File: config.mk
export PLATFORM = sky130hd
export DESIGN_NAME = i2cs_regfile_slave
export DESIGN_NICKNAME = d
export VERILOG_FILES = /design/src/rtl/i2cs_pkg.sv /design/src/rtl/i2cs_line_sync.sv /design/src/rtl/i2cs_bus_watch.sv /design/src/rtl/i2cs_regfile.sv /design/src/rtl/i2cs_ctrl.sv /design/src/rtl/i2cs_regfile_slave.sv
export SDC_FILE = /design/constraint.sdc
export NUM_CORES = 1
export LEC_CHECK = 0
export ABC_AREA = 0
export BUFFER_PORTS_ARGS = -buffer_cell sky130_fd_sc_hd__buf_2
export CORE_ASPECT_RATIO = 0.8
export CORE_UTILIZATION = 30
export DETAILED_ROUTE_END_ITERATION = 7
export PLACE_DENSITY_LB_ADDON = 0.2
export SLEW_MARGIN = 0
export SYNTH_ARGS = -nofsm -noshare
export SYNTH_HDL_FRONTEND = slang
export SYNTH_SLANG_ARGS = --single-unit
File: constraint.sdc
create_clock -name clk -period 2.45 [get_ports clk]
set_input_delay 0.49 -clock clk [delete_from_list [all_inputs] [get_ports clk]]
set_output_delay 0.49 -clock clk [all_outputs]
set_load 0.02 [all_outputs]
File: src/rtl/i2cs_pkg.sv
`timescale 1ns/1ps
package i2cs_pkg;

   // Protocol phases of the slave controller
   typedef enum logic [3:0] {
      ST_IDLE,
      ST_ADDR,
      ST_ADDR_ACK,
      ST_SUB,
      ST_SUB_ACK,
      ST_WDATA,
      ST_WDATA_ACK,
      ST_RDATA,
      ST_RDATA_ACK
   } i2cs_state_e;

   // One-cycle bus events derived from the synchronized wires
   typedef struct packed {
      logic scl_rise;
      logic scl_fall;
      logic sda;
      logic start;
      logic stop;
   } i2cs_bus_ev_t;

   localparam int unsigned BYTE_W = 8;

endpackage

File: src/rtl/i2cs_line_sync.sv
`timescale 1ns/1ps
module i2cs_line_sync #(
   parameter int unsigned STAGES = 2
) (
   input  logic clk,
   input  logic rst_n,
   input  logic line_i,
   output logic level_o,
   output logic rise_o,
   output logic fall_o
);

   if (STAGES < 2) begin : g_bad_stages
      $error("i2cs_line_sync: STAGES must be at least 2");
   end

   logic [STAGES-1:0] chain;
   logic              last;

   // Idle bus level is high, so reset the chain to ones
   always_ff @(posedge clk or negedge rst_n) begin
      if (!rst_n) begin
         chain <= '1;
         last  <= 1'b1;
      end else begin
         chain <= {chain[STAGES-2:0], line_i};
         last  <= chain[STAGES-1];
      end
   end

   assign level_o = chain[STAGES-1];
   assign rise_o  = chain[STAGES-1] & ~last;
   assign fall_o  = ~chain[STAGES-1] & last;

endmodule

File: src/rtl/i2cs_bus_watch.sv
`timescale 1ns/1ps
module i2cs_bus_watch
   import i2cs_pkg::*;
#(
   parameter int unsigned STAGES = 2
) (
   input  logic         clk,
   input  logic         rst_n,
   input  logic         scl_i,
   input  logic         sda_i,
   output i2cs_bus_ev_t ev_o
);

   logic scl_lvl, scl_rise, scl_fall;
   logic sda_lvl, sda_rise, sda_fall;

   i2cs_line_sync #(.STAGES(STAGES)) u_scl (
      .clk    (clk),
      .rst_n  (rst_n),
      .line_i (scl_i),
      .level_o(scl_lvl),
      .rise_o (scl_rise),
      .fall_o (scl_fall)
   );

   i2cs_line_sync #(.STAGES(STAGES)) u_sda (
      .clk    (clk),
      .rst_n  (rst_n),
      .line_i (sda_i),
      .level_o(sda_lvl),
      .rise_o (sda_rise),
      .fall_o (sda_fall)
   );

   // SCL high in this and the previous sample: level set, no rise now
   logic scl_steady_hi;
   assign scl_steady_hi = scl_lvl & ~scl_rise;

   always_comb begin
      ev_o          = '0;
      ev_o.scl_rise = scl_rise;
      ev_o.scl_fall = scl_fall;
      ev_o.sda      = sda_lvl;
      ev_o.start    = scl_steady_hi & sda_fall;
      ev_o.stop     = scl_steady_hi & sda_rise;
   end

endmodule

File: src/rtl/i2cs_regfile.sv
`timescale 1ns/1ps
module i2cs_regfile #(
   parameter int unsigned DEPTH    = 16,
   parameter int unsigned PTR_W    = 4,
   parameter logic [7:0]  INIT_XOR = 8'hA5
) (
   input  logic             clk,
   input  logic             rst_n,
   input  logic             we,
   input  logic [PTR_W-1:0] addr,
   input  logic [7:0]       wdata,
   output logic [7:0]       rdata
);

   logic [7:0] rows [DEPTH];

   for (genvar g = 0; g < DEPTH; g++) begin : g_row
      logic [7:0] q;
      always_ff @(posedge clk or negedge rst_n) begin
         if (!rst_n) begin
            q <= INIT_XOR ^ 8'(g);
         end else if (we && (addr == PTR_W'(g))) begin
            q <= wdata;
         end
      end
      assign rows[g] = q;
   end

   assign rdata = rows[addr];

endmodule

File: src/rtl/i2cs_ctrl.sv
`timescale 1ns/1ps
module i2cs_ctrl
   import i2cs_pkg::*;
#(
   parameter logic [6:0]  DEV_ADDR = 7'h2A,
   parameter int unsigned PTR_W    = 4
) (
   input  logic             clk,
   input  logic             rst_n,
   input  i2cs_bus_ev_t     ev,
   input  logic [7:0]       rdata,
   output logic             we,
   output logic [7:0]       wdata,
   output logic [PTR_W-1:0] ptr,
   output logic             sda_oe,
   output i2cs_state_e      state_o,
   output logic [3:0]       cnt_o
);

   localparam logic [3:0] FULL = 4'(BYTE_W);

   i2cs_state_e state;
   logic [3:0]  cnt;
   logic [7:0]  sh;
   logic        rw;
   logic        inc;
   logic        mack;

   logic byte_done;
   logic framed;
   assign byte_done = ev.scl_fall && (cnt == FULL);
   assign framed    = !ev.start && !ev.stop;

   // Data byte lands in the register file on the falling edge that opens its ACK slot
   assign we    = framed && (state == ST_WDATA) && byte_done;
   assign wdata = sh;

   always_ff @(posedge clk or negedge rst_n) begin
      if (!rst_n) begin
         state  <= ST_IDLE;
         cnt    <= '0;
         sh     <= '0;
         rw     <= 1'b0;
         inc    <= 1'b0;
         mack   <= 1'b0;
         ptr    <= '0;
         sda_oe <= 1'b0;
      end else if (ev.start) begin
         state  <= ST_ADDR;
         cnt    <= '0;
         sda_oe <= 1'b0;
      end else if (ev.stop) begin
         state  <= ST_IDLE;
         cnt    <= '0;
         sda_oe <= 1'b0;
      end else begin
         unique case (state)
            ST_ADDR, ST_SUB, ST_WDATA: begin
               if (ev.scl_rise && (cnt < FULL)) begin
                  sh  <= {sh[6:0], ev.sda};
                  cnt <= cnt + 4'd1;
               end else if (byte_done) begin
                  cnt <= '0;
                  if (state == ST_ADDR) begin
                     if (sh[7:1] == DEV_ADDR) begin
                        rw     <= sh[0];
                        sda_oe <= 1'b1;
                        state  <= ST_ADDR_ACK;
                     end else begin
                        state  <= ST_IDLE;
                     end
                  end else if (state == ST_SUB) begin
                     inc    <= sh[7];
                     ptr    <= sh[PTR_W-1:0];
                     sda_oe <= 1'b1;
                     state  <= ST_SUB_ACK;
                  end else begin
                     sda_oe <= 1'b1;
                     state  <= ST_WDATA_ACK;
                  end
               end
            end
            ST_ADDR_ACK: begin
               if (ev.scl_fall) begin
                  cnt <= '0;
                  if (rw) begin
                     sh     <= rdata;
                     sda_oe <= ~rdata[7];
                     state  <= ST_RDATA;
                  end else begin
                     sda_oe <= 1'b0;
                     state  <= ST_SUB;
                  end
               end
            end
            ST_SUB_ACK: begin
               if (ev.scl_fall) begin
                  sda_oe <= 1'b0;
                  cnt    <= '0;
                  state  <= ST_WDATA;
               end
            end
            ST_WDATA_ACK: begin
               if (ev.scl_fall) begin
                  sda_oe <= 1'b0;
                  cnt    <= '0;
                  state  <= ST_WDATA;
                  if (inc) ptr <= ptr + 1'b1;
               end
            end
            ST_RDATA: begin
               if (ev.scl_rise && (cnt < FULL)) begin
                  cnt <= cnt + 4'd1;
               end else if (ev.scl_fall) begin
                  if (cnt == FULL) begin
                     sda_oe <= 1'b0;
                     cnt    <= '0;
                     state  <= ST_RDATA_ACK;
                     if (inc) ptr <= ptr + 1'b1;
                  end else begin
                     sh     <= {sh[6:0], 1'b0};
                     sda_oe <= ~sh[6];
                  end
               end
            end
            ST_RDATA_ACK: begin
               if (ev.scl_rise) begin
                  mack <= ~ev.sda;
               end else if (ev.scl_fall) begin
                  if (mack) begin
                     sh     <= rdata;
                     sda_oe <= ~rdata[7];
                     state  <= ST_RDATA;
                  end else begin
                     state  <= ST_IDLE;
                  end
               end
            end
            default: begin
               state <= ST_IDLE;
            end
         endcase
      end
   end

   assign state_o = state;
   assign cnt_o   = cnt;

endmodule

File: src/rtl/i2cs_regfile_slave.sv
`timescale 1ns/1ps
module i2cs_regfile_slave
   import i2cs_pkg::*;
#(
   parameter logic [6:0]  DEV_ADDR    = 7'h2A,
   parameter int unsigned DEPTH       = 16,
   parameter int unsigned SYNC_STAGES = 2,
   parameter logic [7:0]  INIT_XOR    = 8'hA5
) (
   input  logic clk,
   input  logic rst_n,
   input  logic scl_i,
   input  logic sda_i,
   output logic sda_oe_o
);

   localparam int unsigned PTR_W = (DEPTH > 1) ? $clog2(DEPTH) : 1;

   if ((DEPTH < 2) || (DEPTH > 128) || ((DEPTH & (DEPTH - 1)) != 0)) begin : g_bad_depth
      $error("i2cs_regfile_slave: DEPTH must be a power of two from 2 to 128");
   end

   i2cs_bus_ev_t     bus_ev;
   i2cs_state_e      ctrl_state;
   logic [3:0]       ctrl_cnt;
   logic             wr_en;
   logic [7:0]       wr_data;
   logic [7:0]       rd_data;
   logic [PTR_W-1:0] reg_ptr;

   i2cs_bus_watch #(.STAGES(SYNC_STAGES)) u_watch (
      .clk  (clk),
      .rst_n(rst_n),
      .scl_i(scl_i),
      .sda_i(sda_i),
      .ev_o (bus_ev)
   );

   i2cs_ctrl #(.DEV_ADDR(DEV_ADDR), .PTR_W(PTR_W)) u_ctrl (
      .clk    (clk),
      .rst_n  (rst_n),
      .ev     (bus_ev),
      .rdata  (rd_data),
      .we     (wr_en),
      .wdata  (wr_data),
      .ptr    (reg_ptr),
      .sda_oe (sda_oe_o),
      .state_o(ctrl_state),
      .cnt_o  (ctrl_cnt)
   );

   i2cs_regfile #(.DEPTH(DEPTH), .PTR_W(PTR_W), .INIT_XOR(INIT_XOR)) u_regs (
      .clk  (clk),
      .rst_n(rst_n),
      .we   (wr_en),
      .addr (reg_ptr),
      .wdata(wr_data),
      .rdata(rd_data)
   );

endmodule

Word-level counts from Yosys, hierarchy flattened
Index checks and enable logic that the tools add are counted.
{ "op_classes": {"n_addsub": 2, "n_mul": 0, "n_div": 0, "order_cmp": 2, "n_eq_ne": 55, "shifts": 0, "n_mux": 65, "bitwise": 19, "n_reduce_logical": 39} }
{ "ops": {"columns": ["cell", "count"], "rows": [
  ["two-way mux 4 bit", 29],
  ["two-way mux 8 bit", 11],
  ["equality test 4 bit, second input constant", 10],
  ["binary-select mux 8 bit (select 4 bit)", 1],
  ["equality test 4 x 3 -> 1 bit, second input constant", 8],
  ["one-hot mux 8 bit (4 select lines)", 1],
  ["!= test 4 x 2 -> 1 bit, second input constant", 6],
  ["one-hot mux 4 bit (3 select lines)", 2],
  ["AND reduction 11 bit", 2],
  ["logical AND 1 bit", 21],
  ["!= test 4 x 1 -> 1 bit, second input constant", 5],
  ["one-hot mux 4 bit (5 select lines)", 1],
  ["!= test 2 bit, second input constant", 9],
  ["equality test 4 x 2 -> 1 bit, second input constant", 4],
  ["two-way mux 1 bit", 15],
  ["AND reduction 7 bit", 2],
  ["!= test 2 x 1 -> 1 bit, second input constant", 6],
  ["AND reduction 12 bit", 1],
  ["inverter 1 bit", 11],
  ["!= test 5 x 1 -> 1 bit, second input constant", 2],
  ["AND reduction 9 bit", 1],
  ["adder 4 x 1 -> 4 bit, second input constant", 2],
  ["equality test 4 x 1 -> 1 bit, second input constant", 2],
  ["AND 1 bit", 7],
  ["other kinds (19)", 23]
]} }
{ "totals": {"reg_bits": 158, "latchBits": 0, "mem_bits_rw": 0, "mem_bits_ro": 0, "in_bits": 4, "wordCells": 210, "n_memories": 0} }

Depth between registers and ports, before layout
Gate-level depths: netlist of the first run.
{ "logic_depth": {"word_depth": 11, "ltp_mapped": 8} }

Hierarchy
From an unflattened synthesis of the first run, not the netlist that was laid out.
{ "unflattened": {"hier_cells": 563, "hier_area_um2": 7800.0} }
{ "modules_own_cells": {"columns": ["mod", "instances", "cells_per_inst", "area_per_inst_um2", "seq_area_each_um2"], "rows": [
  ["i2cs_regfile", 1, 365, 5911.9, 3283.1],
  ["i2cs_ctrl", 1, 183, 1660.3, 600.6],
  ["i2cs_line_sync", 2, 5, 93.8, 78.8],
  ["i2cs_bus_watch", 1, 5, 40.0, 0.0]
]} }

Worst setup path after synthesis of the first run
OpenSTA, ideal clock, no wires.
{ "synth_path": {"path_kind": "reg-to-reg", "startpoint": "register u_ctrl.ptr[0]", "endpoint": "register u_ctrl.sh[5], in the netlist u_ctrl.wdata[5]", "setup_time_ns": 0.125, "t_arrival_ns": 2.049, "path_slack_ns": 0.276, "stages_incl_launch_ff": 7, "synth_period_minus_slack_ns": 2.174, "cell_sequence": "dfrtp_1 > buf_2 > buf_2 > mux4_2 > mux2i_1 > o211ai_1 > mux2_2"} }
{ "synth_between": {"elab_chain_len": 8, "elab_cells_between_ends": 10} }
{ "synth_rtl": {"columns": ["element", "line", "text"], "rows": [
  ["start, declared", "i2cs_ctrl.sv:14", "output logic [PTR_W-1:0] ptr,"],
  ["start signal, assigned", "i2cs_ctrl.sv:74", "ptr <= sh[PTR_W-1:0];"],
  ["start signal, assigned", "i2cs_ctrl.sv:108", "if (inc) ptr <= ptr + 1'b1;"],
  ["start signal, assigned", "i2cs_ctrl.sv:119", "if (inc) ptr <= ptr + 1'b1;"],
  ["inverter 4 -> 5 bit (not written as such) (*)", "i2cs_regfile.sv:29", "assign rdata = rows[addr];"],
  ["binary-select mux 8 bit (select 4 bit) (*)", "i2cs_regfile.sv:29", null],
  ["two-way mux 8 bit (not written as such) (*) (2 in a row)", "i2cs_regfile.sv:29", null],
  ["two-way mux 8 bit", "i2cs_ctrl.sv:130", "if (mack) begin"],
  ["two-way mux 8 bit", "i2cs_ctrl.sv:129", "end else if (ev.scl_fall) begin"],
  ["two-way mux 8 bit", "i2cs_ctrl.sv:127", "if (ev.scl_rise) begin"],
  ["one-hot mux 8 bit (4 select lines) (*)", "i2cs_ctrl.sv:57", "unique case (state)"],
  ["end signal, assigned", "i2cs_ctrl.sv:60", "sh <= {sh[6:0], ev.sda};"],
  ["end signal, assigned", "i2cs_ctrl.sv:121", "sh <= {sh[6:0], 1'b0};"],
  ["end signal, assigned", "i2cs_ctrl.sv:131", "sh <= rdata;"],
  ["end, declared", "i2cs_ctrl.sv:24", "logic [7:0] sh;"]
]} }
Mark *: on every way between the ends. The rest lies on a longest branch, timed or not. The select of a mux whose other input is x is not followed.
A chain may end at the register's enable or synchronous reset.

Final worst setup path of the first run
{ "layout_path": {"startpoint": "register u_ctrl.cnt[0], in the netlist u_ctrl.cnt_o[0]", "endpoint": "register u_regs.g_row[2].q[4]"} }
{ "layout_between": {"elab_chain_len": 4} }
{ "layout_rtl": {"columns": ["element", "line", "text"], "rows": [
  ["start, declared", "i2cs_ctrl.sv:23", "logic [3:0] cnt;"],
  ["start signal, assigned", "i2cs_ctrl.sv:61", "cnt <= cnt + 4'd1;"],
  ["start signal, assigned", "i2cs_ctrl.sv:113", "cnt <= cnt + 4'd1;"],
  ["equality test 4 bit", "i2cs_ctrl.sv:31", "assign byte_done = ev.scl_fall && (cnt == FULL);"],
  ["logical AND 1 bit", "i2cs_ctrl.sv:31", null],
  ["logical AND 1 bit", "i2cs_ctrl.sv:35", "assign we = framed && (state == ST_WDATA) && byte_done;"],
  ["logical AND 1 bit", "i2cs_regfile.sv:22", "end else if (we && (addr == PTR_W'(g))) begin"],
  ["end signal, assigned", "i2cs_regfile.sv:21", "q <= INIT_XOR ^ 8'(g);"],
  ["end signal, assigned", "i2cs_regfile.sv:23", "q <= wdata;"],
  ["end, declared", "i2cs_regfile.sv:18", "logic [7:0] q;"]
]} }
Every way passes these cells.

==> results_dict.tcl, run 1 <==
set metrics [dict create \
    grt_overflow 0 \
    ys_types 61 \
    antennaDiodeCount 0 \
    crit_type "flip-flop to flip-flop" \
    hp-class "input pin to async pin" \
    slew_headroom 0.4788 \
    cp.required_ps 2770 \
    regArea_sq_um 4045 \
    cts_buffers 17 \
    clkSinkCount 158 \
    num_vias 4972 \
    cts_hold_buf 0 \
    antenna_found_initial 0 \
    synth_flop_cell "dfrtp_1" \
    yosysSeqAreaShare 0.5115 \
    failed_checks "negative hold slack" \
    fp-row-count 52 \
    core-area_sq_um 25570 \
    final_core_util 0.3639 \
    postSynthCellCount 588 \
    ys_warn_count 0 \
    htreeDepth 4 \
    worst_slack_ps 110.7 \
    fillers 2475 \
    wl_per_cell_microns 19.80 \
    start_util 0.3090 \
    rsz0062_at_grt "no" \
    finalMaxSlewViolations 0 \
    postRouteAntennaNets 0 \
    avgSynthCellArea_sq_um 13.44 \
    switching_share 0.2741 \
    die_h_microns 147.2 \
    dieWidth_microns 183.4 \
    finalSetupTns_ps 0 \
    cp_data_arrival_time_ps 2660 \
    grt_pass1_vias 5137 \
    grt_max_degree 65 \
    clkPwrFrac 0.419 \
    power_density_nw_per_um2 626.4 \
    dr.pass1.iters 4 \
    synth_nets 598 \
    cts_buffer_depth 2 \
    area_growth_pct 17.75 \
    path_clk_slew_ps 60 \
    multi_input_area_sq_um 3660 \
    viasPerCell 5.043 \
    async_reset_ff_frac 1.000 \
    dp_hpwl_microns 13100 \
    drive_above_1_share 0.5701 \
    p_int_uw 4231 \
    pwr-share-seq 0.472 \
    cts_root_buffer "clkbuf_16" \
    p_switching_uw 1597 \
    dpl_worst_slack_ps 70.14 \
    drt_iter0_drc 334 \
    io_buffers 4 \
    clkLatencyLatePin_ps 440 \
    mappedNetlistArea_sq_um 7901 \
    io_pins 5 \
    gp_congestion 0.8256 \
    finClkSkew_ps 9.569 \
    tightest_slew_ps 781.9 \
    crit_fanout 8 \
    clock.fmax_mhz 427.5 \
    nNetsFinal 632 \
    cts_tree "yes" \
    period_minus_slack_ps 2339 \
    grt_pass1_wl_microns 31170 \
    synth-seq-cells 158 \
    leakagePower_uw 0.003847 \
    synth_edf_count 0 \
    peakVddDrop_mv 0.4526 \
    period_share 0.9548 \
    routed_wl_microns 19520 \
    hold_viol_final 3 \
    worst_setup_path_end_kind "flip-flop" \
    combPwrFrac 0.109 \
    drc 0 \
    status "complete, but fails checks" \
    fp.dieArea_sq_um 26990 \
    start_kind "flip-flop" \
    setup_viol 0 \
    holdWs_ps -8.767 \
    grt_use_total 0.1545 \
    maxCapViolCount 0 \
]
area by class of cell:
cell class | count | area share
timing repair buffer | 55 | 0.06280
inverter | 10 | 0.004034
clock buffer | 21 | 0.05056
tap | 351 | 0.04720
sequential | 158 | 0.4348
clock inverter | 11 | 0.007262
multi-input combinational | 380 | 0.3934
kinds of logic after synthesis:
kind of cell | share of synthesized area
fa+ha+maj | 0.009501
compound gates | 0.05194
flops | 0.5115
simple gates | 0.08947
buf+inv | 0.02755
xor+xnor | 0.002217
mux | 0.3078
flip-flops by register name, indices dropped and copies added (netlist names):
name / count
u_ctrl.cnt_o: 4
u_regs.g_row.q: 128
u_watch.u_scl.chain: 2
u_ctrl.sda_oe: 1
u_watch.u_sda.chain: 2
u_watch.u_sda.last: 1
u_ctrl.ptr: 4
u_ctrl.inc: 1
u_ctrl.wdata: 8
u_ctrl.rw: 1
u_ctrl.mack: 1
u_watch.u_scl.last: 1
u_ctrl.state_o: 4
what timing repair did:
action                                  in CTS  in global routing
endpoints found under the setup margin       0                 16
resized for setup                            0                  3
setup buffers                                0                  1
Yosys cell counts, drive strengths merged, types with 2 or more instances:
library cell,instances,share of area
o31ai,3,0.0029
nor4,3,0.0043
o2bb2ai,2,0.0022
nand3b,2,0.0024
dfrtp,88,0.28
a31oi,5,0.0040
o211ai,8,0.0076
nand2,31,0.015
or3b,2,0.0022
nand2b,12,0.0095
o21ai,14,0.0089
a211oi,2,0.0019
and2,2,0.0016
nor2b,5,0.0040
mux2,146,0.21
o22ai,4,0.0032
ha,6,0.0095
nor3,11,0.012
buf,15,0.0093
nand4,5,0.0040
dfstp,70,0.23
or3,9,0.0073
xor2,2,0.0022
mux4,27,0.077
nand3,10,0.0063
a21oi,11,0.0074
clkbuf,25,0.013
inv,10,0.0048
nor2,23,0.015
mux2i,18,0.023
through the flow:
step | cell area, sq um | total power, uW | hold slack [ps] | std cells
detailed placement | 8728 | 3430 | 349.3 | 953
global route | 9304 | 6091 | 19.77 | 986
CTS | 9266 | 5902 | 2.219 | 985
floorplan | 7901 | 3107 | 194.4 | 588
global placement | 8728 | 3409 | 346.6 | 953
finish | 9304 | 5828 | -8.767 | 986
worst max-delay path, stage by stage (launching register included):
cell,delay [ps]
dfrtp_1,430
inv_1,80
ha_1,180
nand3b_2,120
nor4_4,390
nand2_1,290
nor3_4,170
buf_4,210
mux2_2,350
metal layers:
layer	GRT usage	routed length, microns	vias to the layer above
met5	0	0	-
met2	0.2161	8338	104
li1	-	-	2235
met4	0.04833	233	0
met3	0.03074	657	14
met1	0.2364	10290	2619
power groups by stage:
stage | Sequential (uW) | Clock (uW) | Combinational, uW
final | 2750 | 2440 | 636
after global routing | 2760 | 2620 | 706
after CTS | 2750 | 2510 | 637
after detailed placement | 2800 | 0 | 635
after global placement | 2790 | 0 | 617
after floorplan | 2750 | 0 | 357
cell usage in the layout (no fill, tap or decap), types with 3 or more instances in the layout:
master,n
buf_4,37
nand3_1,10
nand2_1,29
mux2_2,146
o22ai_1,4
nand4_1,5
o21ai_0,14
buf_12,14
dfrtp_2,3
dfstp_2,70
mux4_2,27
nor2_1,11
o211ai_1,8
nor2b_1,5
ha_1,6
buf_2,3
mux2i_1,18
or3_1,8
clkbuf_8,3
nor2_2,12
clkinv_2,7
nand2b_1,12
nor3_1,7
a31oi_1,5
clkbuf_16,17
nor3_4,3
a21oi_1,10
dfrtp_1,85
inv_1,10
path summary, 6_finish.rpt:
kind	start	endpoint	slack [ps]	depth (start not counted)
min	rst_n	u_ctrl.mack$_DFFE_PN0P_	-9	1
min reg2reg	u_watch.u_sda.chain[0]$_DFF_PN1_	u_watch.u_sda.chain[1]$_DFF_PN1_	360	0
max reg2reg	u_ctrl.cnt_o[0]$_DFFE_PN0P_	u_regs.g_row[2].q[4]$_DFFE_PN0P_	110	8
max in group asynchronous	rst_n	u_regs.g_row[2].q[5]$_DFFE_PN1P_	1710	2
min in group clk	scl_i	u_watch.u_scl.chain[0]$_DFF_PN1_	150	1
max	u_ctrl.cnt_o[0]$_DFFE_PN0P_	u_regs.g_row[2].q[4]$_DFFE_PN0P_	110	8
No activity file was read; power rests on OpenSTA's default activity.
==> run 2, diff against run 1 <==
CAP_MARGIN = 20   (was unset)
REMOVE_ABC_BUFFERS = 1   (was unset)
==> run 2 against run 1 <==
  * The run now ends clean
  * Worst hold slack better by 15 ps
  * Global-route usage hardly changed
  * Sequential power hardly changed
  * Setup slack worse by 36 ps
  * Critical path type unchanged
  * Largest cell class unchanged
  * Highest routed layer unchanged
==> results_dict.tcl, run 2 (synthesis results as in run 1) <==
set metrics [dict create \
    holdWs_ps 6.323 \
    status "finished, final reports clean" \
    cts_tree "yes" \
    leakagePower_uw 0.003861 \
    nNetsFinal 635 \
    reg2reg_depth 8 \
    finalMaxSlewViolations 0 \
    cpPeakStageDelay_ps 440 \
    r2r_end "u_regs.g_row[0].q[3]$_DFFE_PN0P_" \
    routed_wl_microns 19390 \
    postRouteAntennaNets 0 \
    cp_num_cells 8 \
    grt_pass1_wl_microns 31040 \
    worst_setup_path_end_kind "flip-flop" \
    clkSinkCount 158 \
    period_minus_slack_ps 2375 \
    core-area_sq_um 25570 \
    drt_iter0_drc 359 \
    hold_viol_final 0 \
    worst_slack_ps 74.56 \
    top_register "u_regs.g_row.q" \
    cp.buffers_inverters 2 \
    gp_congestion 0.8201 \
    mostFrequentLayoutCells "mux2_2 (146), dfrtp_1 (85), dfstp_2 (70), buf_4 (43), nand2_1 (30)" \
    cts_root_buffer "clkbuf_16" \
    clkLatencyLatePin_ps 440 \
    fillers 2419 \
    maxCapViolCount 0 \
    fp-row-count 52 \
    cp.required_ps 2770 \
    path_delay_family "simple AND/OR/NAND/NOR gates" \
    antennaDiodeCount 0 \
    cts_buffer_depth 2 \
    grt_use_total 0.1546 \
    tightest_slew_ps 810.6 \
    worstReg2RegStart "u_ctrl.cnt_o[0]$_DFFE_PN0P_" \
    setup_viol 0 \
    io_pins 5 \
    grt_pass1_vias 5117 \
    peakVddDrop_mv 0.4190 \
    wl_per_cell_microns 19.60 \
    post_cts_buffers 0 \
    num_vias 4919 \
    critPathSlowestCell "nor4_4" \
    crit_type "flip-flop to flip-flop" \
    cp_data_arrival_time_ps 2690 \
    path_clk_slew_ps 70 \
    cts_resized 0 \
    dp_hpwl_microns 13220 \
    slew_headroom 0.4596 \
    cts_hold_buf 0 \
    rsz0062_at_grt "yes" \
    cts_buffers 17 \
    finClkSkew_ps 12.69 \
    die_h_microns 147.2 \
    area_growth_pct 17.85 \
    viasPerCell 4.974 \
    rrSetupSlack_ps 70 \
    largest_reg_flops 128 \
    dpl_worst_slack_ps 33.15 \
    clock.fmax_mhz 421.0 \
    grt_max_degree 54 \
    place_area_sq_um 8713 \
    start_kind "flip-flop" \
    htreeDepth 4 \
    dp.cells 956 \
    grt_overflow 0 \
    design_area_sq_um 9311 \
    fp.dieArea_sq_um 26990 \
    drc 0 \
    io_buffers 4 \
    final_common_cell "mux2_2" \
    dr.pass1.iters 4 \
    final_cells 989 \
    period_share 0.9696 \
    drive_above_1_share 0.5705 \
    antenna_found_initial 0 \
    start_util 0.3090 \
    final_core_util 0.3642 \
    crit_fanout 8 \
    endpoint "u_regs.g_row[0].q[3]$_DFFE_PN0P_" \
    cp_cell_sequence "inv_1, ha_1, nand3b_2, nor4_4, nand2_1, nor3_4, buf_12, mux2_2" \
    power_density_nw_per_um2 644.3 \
    hp-class "input pin to async pin" \
    critPathLaunch "u_ctrl.cnt_o[0]$_DFFE_PN0P_" \
    dieWidth_microns 183.4 \
]
run 2: cell types whose count changed in the layout (fill, tap and decap cells not counted), moves of 2 or more:
cell      previous run  this run
clkinv_2             7         0
inv_8                0         4
buf_12              14        11
clkbuf_8             3         1
buf_4               37        43
inv_6                0         5
run 2: area by class of cell:
| cell class | count | area [sq um] | area share |
|---|---|---|---|
| clock buffer | 18 | 439.2 | 0.04716 |
| timing repair buffer | 58 | 569.3 | 0.06114 |
| tap | 351 | 439.2 | 0.04716 |
| clock inverter | 14 | 138.9 | 0.01492 |
| sequential | 158 | 4045 | 0.4344 |
| multi-input combinational | 380 | 3642 | 0.3912 |
| inverter | 10 | 37.54 | 0.004031 |
run 2: report_power, final:
group | internal [uW] | total (uW) | switching [uW]
logic | 189 | 642 | 453
clock network | 1380 | 2610 | 1230
registers | 2680 | 2750 | 73.5
run 2: worst min path at each step:
stage,start,endpoint,slack [ps],cells past startpoint
floorplan,rst_n,u_ctrl.cnt_o[0]$_DFFE_PN0P_,190,0
global placement,u_watch.u_scl.chain[0]$_DFF_PN1_,u_watch.u_scl.chain[1]$_DFF_PN1_,350,0
detailed placement,u_watch.u_sda.chain[0]$_DFF_PN1_,u_watch.u_sda.chain[1]$_DFF_PN1_,350,0
CTS,rst_n,u_regs.g_row[9].q[6]$_DFFE_PN0P_,2,1
global route,rst_n,u_regs.g_row[9].q[6]$_DFFE_PN0P_,20,1
finish,rst_n,u_regs.g_row[9].q[6]$_DFFE_PN0P_,6,1
run 2: worst register-to-register path, delay by kind of cell (launching register included):
| family | cells | cell delay, ps |
|---|---|---|
| adder cells (fa/ha/maj) | 1 | 180 |
| buffers and inverters | 2 | 230 |
| flip-flops | 1 | 420 |
| multiplexers | 1 | 330 |
| AND/OR/NAND/NOR | 4 | 1100 |
run 2: routing by layer:
metal,track usage,wire length (microns),up-vias
li1,-,-,2239
met1,0.2267,9903,2581
met2,0.2273,8657,80
met3,0.03694,629,19
met4,0.03958,199,0
met5,0,0,-
run 2: through the flow:
stage | power [uW] | setup TNS (ps)
after global placement | 3443 | 0
after floorplan | 3045 | -276.3
after detailed placement | 3447 | 0
after global routing | 6272 | -267.8
after CTS | 6101 | 0
final | 6000 | 0
==> run 3, diff against run 2 <==
clock period = 2.3 ns   (was 2.45 ns; I/O delays follow)
==> run 3 against run 2 <==
  * Maximum frequency is 8.1% higher
  * Die area did not move
  * Core utilization increased by 1.1 points
  * Clock power rose by 10%
==> results_dict.tcl, run 3 (synthesis results as in run 1) <==
set metrics [dict create \
    status "finished, final reports clean" \
    tightest_slew_ps 787.9 \
    dieWidth_microns 183.4 \
    maxCapViolCount 0 \
    period_minus_slack_ps 2197 \
    grt_max_degree 55 \
    endpoint "u_ctrl.wdata[3]$_DFFE_PN0P_" \
    grt_overflow 0 \
    routed-wl-met2_microns 9058 \
    worst_setup_path_end_kind "flip-flop" \
    wl_per_cell_microns 19.76 \
    power_density_nw_per_um2 678.7 \
    routed.top_layer "met4" \
    cp_data_arrival_time_ps 2510 \
    finClkSkew_ps 14.52 \
    hp-class "input pin to async pin" \
    cts_root_buffer "clkbuf_16" \
    peakVddDrop_mv 0.5373 \
    viasPerCell 4.992 \
    wl_met3_microns 603 \
    grt_use_total 0.1599 \
    start_util 0.3090 \
    crit_fanout 7 \
    grt_pass1_wl_microns 32310 \
    r2r_end "u_ctrl.wdata[3]$_DFFE_PN0P_" \
    antennaDiodeCount 0 \
    multi_input_area_sq_um 3714 \
    io_pins 5 \
    num_vias 5027 \
    cts_buffer_depth 2 \
    antenna_found_initial 0 \
    setup_viol 0 \
    io_buffers 4 \
    dr.pass1.iters 4 \
    clkLatencyLatePin_ps 440 \
    leakagePower_uw 0.003997 \
    cp.buffers_inverters 1 \
    reg2reg_depth 6 \
    final_common_cell "mux2_2" \
    cpPeakStageDelay_ps 520 \
    cp.required_ps 2620 \
    cts_hold_buf 0 \
    core-area_sq_um 25570 \
    clkSinkCount 158 \
    dp_hpwl_microns 13730 \
    die_h_microns 147.2 \
    critPathSlowestCell "mux4_2" \
    worstReg2RegStart "u_ctrl.ptr[0]$_DFFE_PN0P_" \
    clock.fmax_mhz 455.1 \
    period_share 0.9553 \
    holdWs_ps 4.592 \
    cp_cell_sequence "buf_4, mux4_2, mux2i_1, or3_1, o211ai_1, mux2_2" \
    start_kind "flip-flop" \
    area_growth_pct 21.27 \
    met1_length_microns 9889 \
    cp_num_cells 6 \
    path_clk_slew_ps 70 \
    cts_tree "yes" \
    slew_headroom 0.4747 \
    routed_wl_microns 19900 \
    rrSetupSlack_ps 100 \
    path_delay_family "multiplexers" \
    regArea_sq_um 4048 \
    largest_reg_flops 128 \
    final_core_util 0.3747 \
    cts_buffers 17 \
    top_register "u_regs.g_row.q" \
    gp_congestion 0.8772 \
    grt_pass1_vias 5422 \
    finalMaxSlewViolations 0 \
    final_cells 1007 \
    mostFrequentLayoutCells "mux2_2 (146), dfrtp_1 (85), dfstp_2 (70), buf_4 (56), nand2_1 (28)" \
    fp.dieArea_sq_um 26990 \
    nNetsFinal 653 \
    total_power_uw 6503 \
    hold_viol_final 0 \
    drive_above_1_share 0.5915 \
    dp.cells 972 \
    crit_type "flip-flop to flip-flop" \
    fillers 2464 \
    fp-row-count 52 \
    drt_iter0_drc 341 \
    drc 0 \
    htreeDepth 4 \
    postRouteAntennaNets 0 \
    rsz0062_at_grt "no" \
    critPathLaunch "u_ctrl.ptr[0]$_DFFE_PN0P_" \
]
## run 3: cell count changes in the layout (fill, tap and decap cells not counted), sizes merged
| cell | delta |
|---|---|
| buf | +18 |
| bufinv | +2 |
| clkbuf | +1 |
| clkinv | -1 |
| clkinvlp | +1 |
| inv | -3 |
## run 3: worst min path at each step
stage / start / endpoint / slack [ps]
3_3_place_gp: u_watch.u_sda.chain[0]$_DFF_PN1_ / u_watch.u_sda.chain[1]$_DFF_PN1_ / 350
2_1_floorplan: rst_n / u_ctrl.cnt_o[0]$_DFFE_PN0P_ / 160
3_5_place_dp: u_watch.u_sda.chain[0]$_DFF_PN1_ / u_watch.u_sda.chain[1]$_DFF_PN1_ / 350
5_1_grt: rst_n / u_regs.g_row[11].q[0]$_DFFE_PN0P_ / 30
6_report: rst_n / u_regs.g_row[11].q[0]$_DFFE_PN0P_ / 5
4_1_cts: rst_n / u_regs.g_row[9].q[6]$_DFFE_PN0P_ / 3
## run 3: where the power goes
part	switching, uW	internal (uW)	total (uW)	leakage [uW]
Combinational	484	210	695	0.00177
Sequential	77.2	2850	2930	0.00194
Clock	1230	1650	2880	0.000289
Total	1790	4720	6500	0.00400
## run 3: through the flow
step | setup WS (ps) | setup TNS, ps | area [sq um]
final | 102.9 | 0 | 9582
after global routing | 17.49 | 0 | 9582
after CTS | 3.482 | 0 | 9507
after detailed placement | -140.1 | -3303 | 8884
after global placement | -107.1 | -1109 | 8884
after floorplan | -174.5 | -14970 | 7721
## run 3: worst reg2reg max path, stage by stage, from the launching register on
cell      delay (ps)
dfrtp_4          490
buf_4            210
mux4_2           520
mux2i_1          330
or3_1            170
o211ai_1          90
mux2_2           270
## run 3: final cells by class
class	count	share of cell area
Clock buffer	19	0.04623
Multi-Input combinational cell	380	0.3876
Timing Repair Buffer	76	0.07822
Inverter	10	0.003917
Sequential cell	158	0.4224
Tap cell	351	0.04583
Clock inverter	13	0.01580
## run 3: what timing repair did
action                     4_1_cts  5_1_grt
pin swaps                        1        2
buffers inserted                 1        2
resized for setup                5       12
setup endpoints to repair       91      112
## run 3: layer usage
metal | global-route usage | up-vias
li1 | - | 2281
met1 | 0.2300 | 2645
met2 | 0.2424 | 75
met3 | 0.02826 | 26
met4 | 0.05250 | 0
met5 | 0 | -
